<file path="src/rtl/sbd_pkg.sv">
// Package: shared widths and bus source indices for the shared-bus datapath.
// Assumes: a byte-wide bus and a 16-entry memory by default.
package sbd_pkg;
    localparam int SBD_DATA_W  = 8;
    localparam int SBD_ADDR_W  = 4;
    localparam int SBD_PC_W    = 4;
    localparam int SBD_IRLO_W  = 4;

    // Positions of each bus source in the selector
    localparam int SRC_A   = 0;
    localparam int SRC_B   = 1;
    localparam int SRC_IR  = 2;
    localparam int SRC_ALU = 3;
    localparam int SRC_RAM = 4;
    localparam int SRC_PC  = 5;
    localparam int SRC_EXT = 6;
    localparam int SRC_N   = 7;
endpackage

</file>
<file path="src/rtl/sbd_load_reg.sv">
// Module: plain register with a load enable and a synchronous active-low clear.
// Assumes: the load strobe is sampled on the rising edge.
module sbd_load_reg #(
    parameter int W = 8
) (
    input  logic         clk,
    input  logic         rst_n,
    input  logic         ld,
    input  logic [W-1:0] d,
    output logic [W-1:0] q
);
    // Capture d when loaded, clear on reset
    always_ff @(posedge clk) begin
        if (!rst_n)  q <= '0;
        else if (ld) q <= d;
    end
endmodule

</file>
<file path="src/rtl/sbd_pc.sv">
// Module: program counter that can load and count, and wraps at its width.
// Assumes: when both strobes are set, the load takes priority over counting.
module sbd_pc #(
    parameter int W = 4
) (
    input  logic         clk,
    input  logic         rst_n,
    input  logic         ld,
    input  logic         inc,
    input  logic [W-1:0] d,
    output logic [W-1:0] q
);
    // Load, else count, else hold
    always_ff @(posedge clk) begin
        if (!rst_n)   q <= '0;
        else if (ld)  q <= d;
        else if (inc) q <= q + W'(1);
    end
endmodule

</file>
<file path="src/rtl/sbd_ram.sv">
// Module: small memory with one synchronous write port and an asynchronous read.
// Assumes: contents are never cleared, and writes are blocked while reset is low.
module sbd_ram #(
    parameter int DATA_W = 8,
    parameter int ADDR_W = 4
) (
    input  logic              clk,
    input  logic              rst_n,
    input  logic              we,
    input  logic [ADDR_W-1:0] addr,
    input  logic [DATA_W-1:0] wdata,
    output logic [DATA_W-1:0] rdata
);
    localparam int DEPTH = 1 << ADDR_W;

    logic [DATA_W-1:0] mem [DEPTH];

    // Write the bus byte at the addressed location
    always_ff @(posedge clk) begin
        if (rst_n && we) mem[addr] <= wdata;
    end

    // Read the addressed location combinationally
    always_comb rdata = mem[addr];
endmodule

</file>
<file path="src/rtl/sbd_bus_mux.sv">
// Module: AND-OR bus selector standing in for tri-state drivers.
// Assumes: the enables are one-hot or all zero. All zero gives zero on the bus.
module sbd_bus_mux #(
    parameter int DATA_W = 8,
    parameter int N      = 7
) (
    input  logic [N-1:0]      sel,
    input  logic [DATA_W-1:0] src [N],
    output logic [DATA_W-1:0] bus
);
    logic [DATA_W-1:0] gated [N];

    // Gate every source by its own enable
    for (genvar i = 0; i < N; i++) begin : g_gate
        assign gated[i] = sel[i] ? src[i] : '0;
    end

    // OR the gated sources together
    always_comb begin
        bus = '0;
        for (int i = 0; i < N; i++) bus = bus | gated[i];
    end
endmodule

</file>
<file path="src/rtl/sbd_datapath.sv">
// Module: shared-bus byte datapath. Each unit loads from or drives one internal bus
// under external one-hot strobes.
// Assumes: at most one drive enable per cycle, and a synchronous active-low reset.
module sbd_datapath
    import sbd_pkg::*;
#(
    parameter int DATA_W = SBD_DATA_W,
    parameter int ADDR_W = SBD_ADDR_W,
    parameter int PC_W   = SBD_PC_W,
    parameter int IRLO_W = SBD_IRLO_W
) (
    input  logic              clk,
    input  logic              rst_n,
    input  logic              ld_a,
    input  logic              ld_b,
    input  logic              ld_ir,
    input  logic              ld_ram,
    input  logic              ld_pc,
    input  logic              ld_mar,
    input  logic              oe_a,
    input  logic              oe_b,
    input  logic              oe_ir,
    input  logic              oe_alu,
    input  logic              oe_ram,
    input  logic              oe_pc,
    input  logic              pc_inc,
    input  logic              ext_oe,
    input  logic [DATA_W-1:0] ext_data,
    output logic [DATA_W-1:0] bus_val
);
    logic [DATA_W-1:0] a_q, b_q, alu_sum, ram_rd;
    logic [IRLO_W-1:0] ir_q;
    logic [ADDR_W-1:0] mar_q;
    logic [PC_W-1:0]   pc_q;
    logic [SRC_N-1:0]  src_sel;
    logic [DATA_W-1:0] src_val [SRC_N];

    // Operand registers
    sbd_load_reg #(.W(DATA_W)) u_reg_a (.clk(clk), .rst_n(rst_n), .ld(ld_a), .d(bus_val), .q(a_q));
    sbd_load_reg #(.W(DATA_W)) u_reg_b (.clk(clk), .rst_n(rst_n), .ld(ld_b), .d(bus_val), .q(b_q));

    // Instruction register keeps only the visible operand nibble
    sbd_load_reg #(.W(IRLO_W)) u_reg_ir (.clk(clk), .rst_n(rst_n), .ld(ld_ir),
                                         .d(bus_val[IRLO_W-1:0]), .q(ir_q));

    // Memory address register
    sbd_load_reg #(.W(ADDR_W)) u_reg_mar (.clk(clk), .rst_n(rst_n), .ld(ld_mar),
                                          .d(bus_val[ADDR_W-1:0]), .q(mar_q));

    // Program counter
    sbd_pc #(.W(PC_W)) u_pc (.clk(clk), .rst_n(rst_n), .ld(ld_pc), .inc(pc_inc),
                             .d(bus_val[PC_W-1:0]), .q(pc_q));

    // Scratch memory
    sbd_ram #(.DATA_W(DATA_W), .ADDR_W(ADDR_W)) u_ram (
        .clk(clk), .rst_n(rst_n), .we(ld_ram), .addr(mar_q),
        .wdata(bus_val), .rdata(ram_rd)
    );

    // Adder follows the operand registers, carry out dropped
    always_comb alu_sum = a_q + b_q;

    // Collect bus sources and their enables
    always_comb begin
        src_sel          = '0;
        src_sel[SRC_A]   = oe_a;
        src_sel[SRC_B]   = oe_b;
        src_sel[SRC_IR]  = oe_ir;
        src_sel[SRC_ALU] = oe_alu;
        src_sel[SRC_RAM] = oe_ram;
        src_sel[SRC_PC]  = oe_pc;
        src_sel[SRC_EXT] = ext_oe;
        src_val[SRC_A]   = a_q;
        src_val[SRC_B]   = b_q;
        src_val[SRC_IR]  = {{(DATA_W-IRLO_W){1'b0}}, ir_q};
        src_val[SRC_ALU] = alu_sum;
        src_val[SRC_RAM] = ram_rd;
        src_val[SRC_PC]  = {{(DATA_W-PC_W){1'b0}}, pc_q};
        src_val[SRC_EXT] = ext_data;
    end

    // Shared bus selector
    sbd_bus_mux #(.DATA_W(DATA_W), .N(SRC_N)) u_bus (.sel(src_sel), .src(src_val), .bus(bus_val));
endmodule

</file>
<file path="config.mk">
export PLATFORM = sky130hd
export DESIGN_NAME = sbd_datapath
export DESIGN_NICKNAME = d
export VERILOG_FILES = /design/src/rtl/sbd_pkg.sv /design/src/rtl/sbd_load_reg.sv /design/src/rtl/sbd_pc.sv /design/src/rtl/sbd_ram.sv /design/src/rtl/sbd_bus_mux.sv /design/src/rtl/sbd_datapath.sv
export SDC_FILE = /design/constraint.sdc
export NUM_CORES = 1
export LEC_CHECK = 0
export BUFFER_PORTS_ARGS = -buffer_cell sky130_fd_sc_hd__buf_2
export CAP_MARGIN = 20
export CORE_ASPECT_RATIO = 1.5
export CORE_MARGIN = 2
export CORE_UTILIZATION = 60
export CTS_CLUSTER_DIAMETER = 60
export DETAILED_ROUTE_END_ITERATION = 10
export GPL_TIMING_DRIVEN = 0
export PLACE_DENSITY_LB_ADDON = 0.1
export SLEW_MARGIN = 20
export SYNTH_ARGS = -nofsm -noshare
export SYNTH_HDL_FRONTEND = slang
export SYNTH_SLANG_ARGS = --single-unit
</file>
<file path="constraint.sdc">
create_clock -name clk -period 2.9 [get_ports clk]
set_clock_uncertainty 0.05 [all_clocks]
set_input_delay 0.435 -clock clk [delete_from_list [all_inputs] [get_ports clk]]
set_output_delay 0.435 -clock clk [all_outputs]
set_load 0.01 [all_outputs]
</file>
==> metrics.md <==
| Metric | Value |
|---|---|
| Power Total | `5.972 mW` |
| Startpoint Class | `flop` |
| WP buf/inv | `6` |
| # fillers | `689` |
| Final Setup Violations | `7` |
| GR Overflow Total | `0` |
| Setup WS pre-CTS | `-0.7372 ns` |
| Total Wirelength | `15990 um` |
| First-pass GRT wire length | `24030 um` |
| CTS Buf Count | `17` |
| Fmax achieved | `326.7 MHz` |
| Skew-Pair Late Insertion Delay | `0.43 ns` |
| Antenna violations before repair | `0` |
| Via density | `6.302` |
| Reg-to-Reg End | `u_ram.mem[1][7]` |
| ANT nets after route | `0` |
| Ant diodes | `0` |
| Highest-count cells in the layout ignoring fill and taps | `edfxtp_1, mux4_2, buf_4` |
| Final instance area | `8142 sq um` |
| Root Driver | `clkbuf_16` |
| Port Buffers | `28` |
| RSZ-0062 raised after global routing | `yes` |
| Metal2 WL | `between 8000 and 9000 um` |
| Failing checks | `negative setup slack` |
| Crit path cell chain | `buf_8 > buf_12 > buf_12 > buf_12 > mux4_2 > nand2_1 > a21oi_1 > a311oi_2 > inv_2 > buf_6` |
| Die X | `90.14 um` |
| PwrDens | `733.5 nW/um^2` |
| Distinct cells, synth | `45` |
| Pleak | `2.800 nW` |
| Chip Height | `133.2 um` |
| Syn nets | `446` |
| Top sig layer | `met4` |
| Overall Global Routing Usage | `around 28%` |
| # IOs | `32` |
| Clock Path Buffers | `2` |
| Starting DRT DRC Count | `449` |
| Placement-stage cell area | `roughly 7000 sq um` |
| Most used DFF post-synth | `edfxtp_1` |
| Largest net degree at the start of global routing | `17` |
| Final GP Congestion | `0.8726` |
| Layout cells sized above 1 | `36.56%` |
| Status | `complete, but fails checks` |
| Async SR Flop Fraction | `0%` |
| Setup CP Type | `reg -> out` |
| Worst Path Required | `2.41 ns` |
| WL per Instance | `24.49 um` |
| Clock sinks | `160` |
| Commonest non-fill, non-tap cell in the layout | `edfxtp_1` |
| VDD IR-drop max | `just over 0.5 mV` |
| Slew HR | `34.48%` |
| Core area | `10940 sq um` |
| Setup crit end kind | `output port` |
| Initial Util | `61.05%` |
| Die ar. | `12010 sq um` |
| Crit path top cell by count | `buf_12` |
| Residual DRC | `0` |
| Hold EP | `u_reg_ir.q[1]` |
| Final nets | `526` |
| Mapped cell area | `6678 sq um` |
| Yosys warns | `0` |
| Via count | `just over 4000` |
| Slew @ Worst Pin | `between 0.9 and 1 ns` |
| Crit path DAT | `2.58 ns` |
| Final Hold Viols | `0` |
| Slowest-stage cell, CP | `mux4_2` |
| Worst hold path class | `in -> reg` |
| Number of global-route vias before repair | `about 4200` |
| Met3 wire len | `around 1000 um` |
| Final period util | `105.6%` |
| Flop-to-flop setup slack | `0.24 ns` |
| Clock slew at reported path FFs | `about 0.060 ns` |
| Worst Path Max Fanout | `7` |
| Count of flip-flops with a built-in enable after synthesis | `128` |
| Max Cap Viol | `0` |
| Worst r2r path cells | `11` |
| Worst path top cell family by delay | `buffers and inverters` |
| Syn Area/Cell | `16.17 sq um` |
| Hold Crit Depth | `2` |
| Slew Limit Fails | `0` |
| Gate Count Post-Synth | `413` |
| TritonRoute pass-1 iters | `5` |
| CTS tree | `yes` |
| Setup tns final | `-0.5809 ns` |
| Post-DP HPWL | `between 9000 and 10000 um` |
| Final WS setup | `-0.1613 ns` |
| Minimum clock period | `3.061 ns` |
| Delay of the slowest cell on the worst path | `0.48 ns` |
| P&R area growth vs syn | `21.92%` |
| Post-synthesis sequential area ratio | `67.15%` |
| M1 WL | `5998 um` |
| Rows | `between 40 and 50` |
| Hold_sp | `ld_ir` |
| CTS H-Tree Depth | `4` |
| Flops & latches, synth | `160` |
## power breakdown
| group | internal (mW) | total [mW] | switching (mW) |
|---|---|---|---|
| Clock | 1.37 | 2.29 | 0.922 |
| Sequential | 2.64 | 2.71 | 0.0667 |
| Combinational | 0.445 | 0.978 | 0.532 |
## area by class of cell
type	instances	area (sq um)	share of cell area (%)
clock inverter	15	178.9	2.198
tap	147	183.9	2.259
multi-input combinational	224	2171	26.66
clock buffer	17	425.4	5.225
buffer	16	142.6	1.752
inverter	11	55.05	0.6762
timing repair buffer	63	493.0	6.055
sequential	160	4492	55.17
## sequential cells by signal, indices dropped and copies added, names as in the netlist, named ones only
signal / count
u_reg_ir.q: 4
u_ram.mem: 128
u_pc.q: 4
u_reg_b.q: 8
u_reg_mar.q: 4
u_reg_a.q: 8
## repair_timing
item | 4_1_cts | 5_1_grt
hold endpoints to repair | 0 | 0
hold buffers | 0 | 0
endpoints found under the setup margin | 88 | 8
buffers inserted | 23 | 12
pin swaps | 15 | 14
gates cloned | 1 | 0
gates resized for setup | 64 | 23
## cell families after synthesis
logic type / count (synthesis) / share of synthesized area, %
buffers and inverters: 29 / 2.248
AO/OA/AOI/OAI: 100 / 9.874
adder cells (fa/ha/maj): 9 / 1.799
AND/OR/NAND/NOR: 61 / 4.216
XOR/XNOR: 6 / 0.7870
multiplexers: 48 / 13.92
flip-flops: 160 / 67.15
## synth_stat cells, drive strengths merged, types with 6 or more instances
cell type / count / area, sq um
edfxtp: 128 / 3844
a21oi: 32 / 160.2
dfxtp: 32 / 640.6
mux4: 31 / 747.0
o21ai: 30 / 150.1
nor2: 20 / 75.07
nand2: 17 / 63.81
clkbuf: 12 / 45.04
inv: 11 / 41.29
mux2i: 10 / 100.1
a22oi: 8 / 60.06
ha: 8 / 100.1
nor3: 8 / 45.04
mux2: 7 / 82.57
a222oi: 6 / 60.06
buf: 6 / 63.81
nand2b: 6 / 37.54
## metal layers
metal | track usage (%) | vias to the layer above
met5 | 0 | -
met4 | 11.45 | 0
met3 | 5.656 | 48
met2 | 48.71 | 216
met1 | 33.89 | 2039
li1 | - | 1812
## worst max-delay path by stage
| stage | start | endpoint | slack [ns] | cells after the start |
|---|---|---|---|---|
| 2_1_floorplan | u_reg_a.q[1] | bus_val[7] | 0.35 | 6 |
| 6_report | flop | bus_val[7] | -0.16 | 10 |
| 4_1_cts | flop | bus_val[0] | -0.14 | 7 |
| 3_5_place_dp | flop | bus_val[2] | -0.74 | 8 |
| 3_3_place_gp | flop | bus_val[2] | -0.71 | 8 |
| 5_1_grt | u_reg_a.q[2] | bus_val[7] | -0.22 | 7 |
## metrics by stage
step / utilization (%) / hold WS (ns) / cells
5_1_grt: 74.43 / 0.2257 / 653
3_5_place_dp: 64.20 / 0.4715 / 588
2_1_floorplan: - / 0.4394 / 413
4_1_cts: 73.14 / 0.2016 / 642
3_3_place_gp: 64.01 / 0.4742 / 588
6_report: 74.43 / 0.2305 / 653
Power figures use the tool's default switching activity.
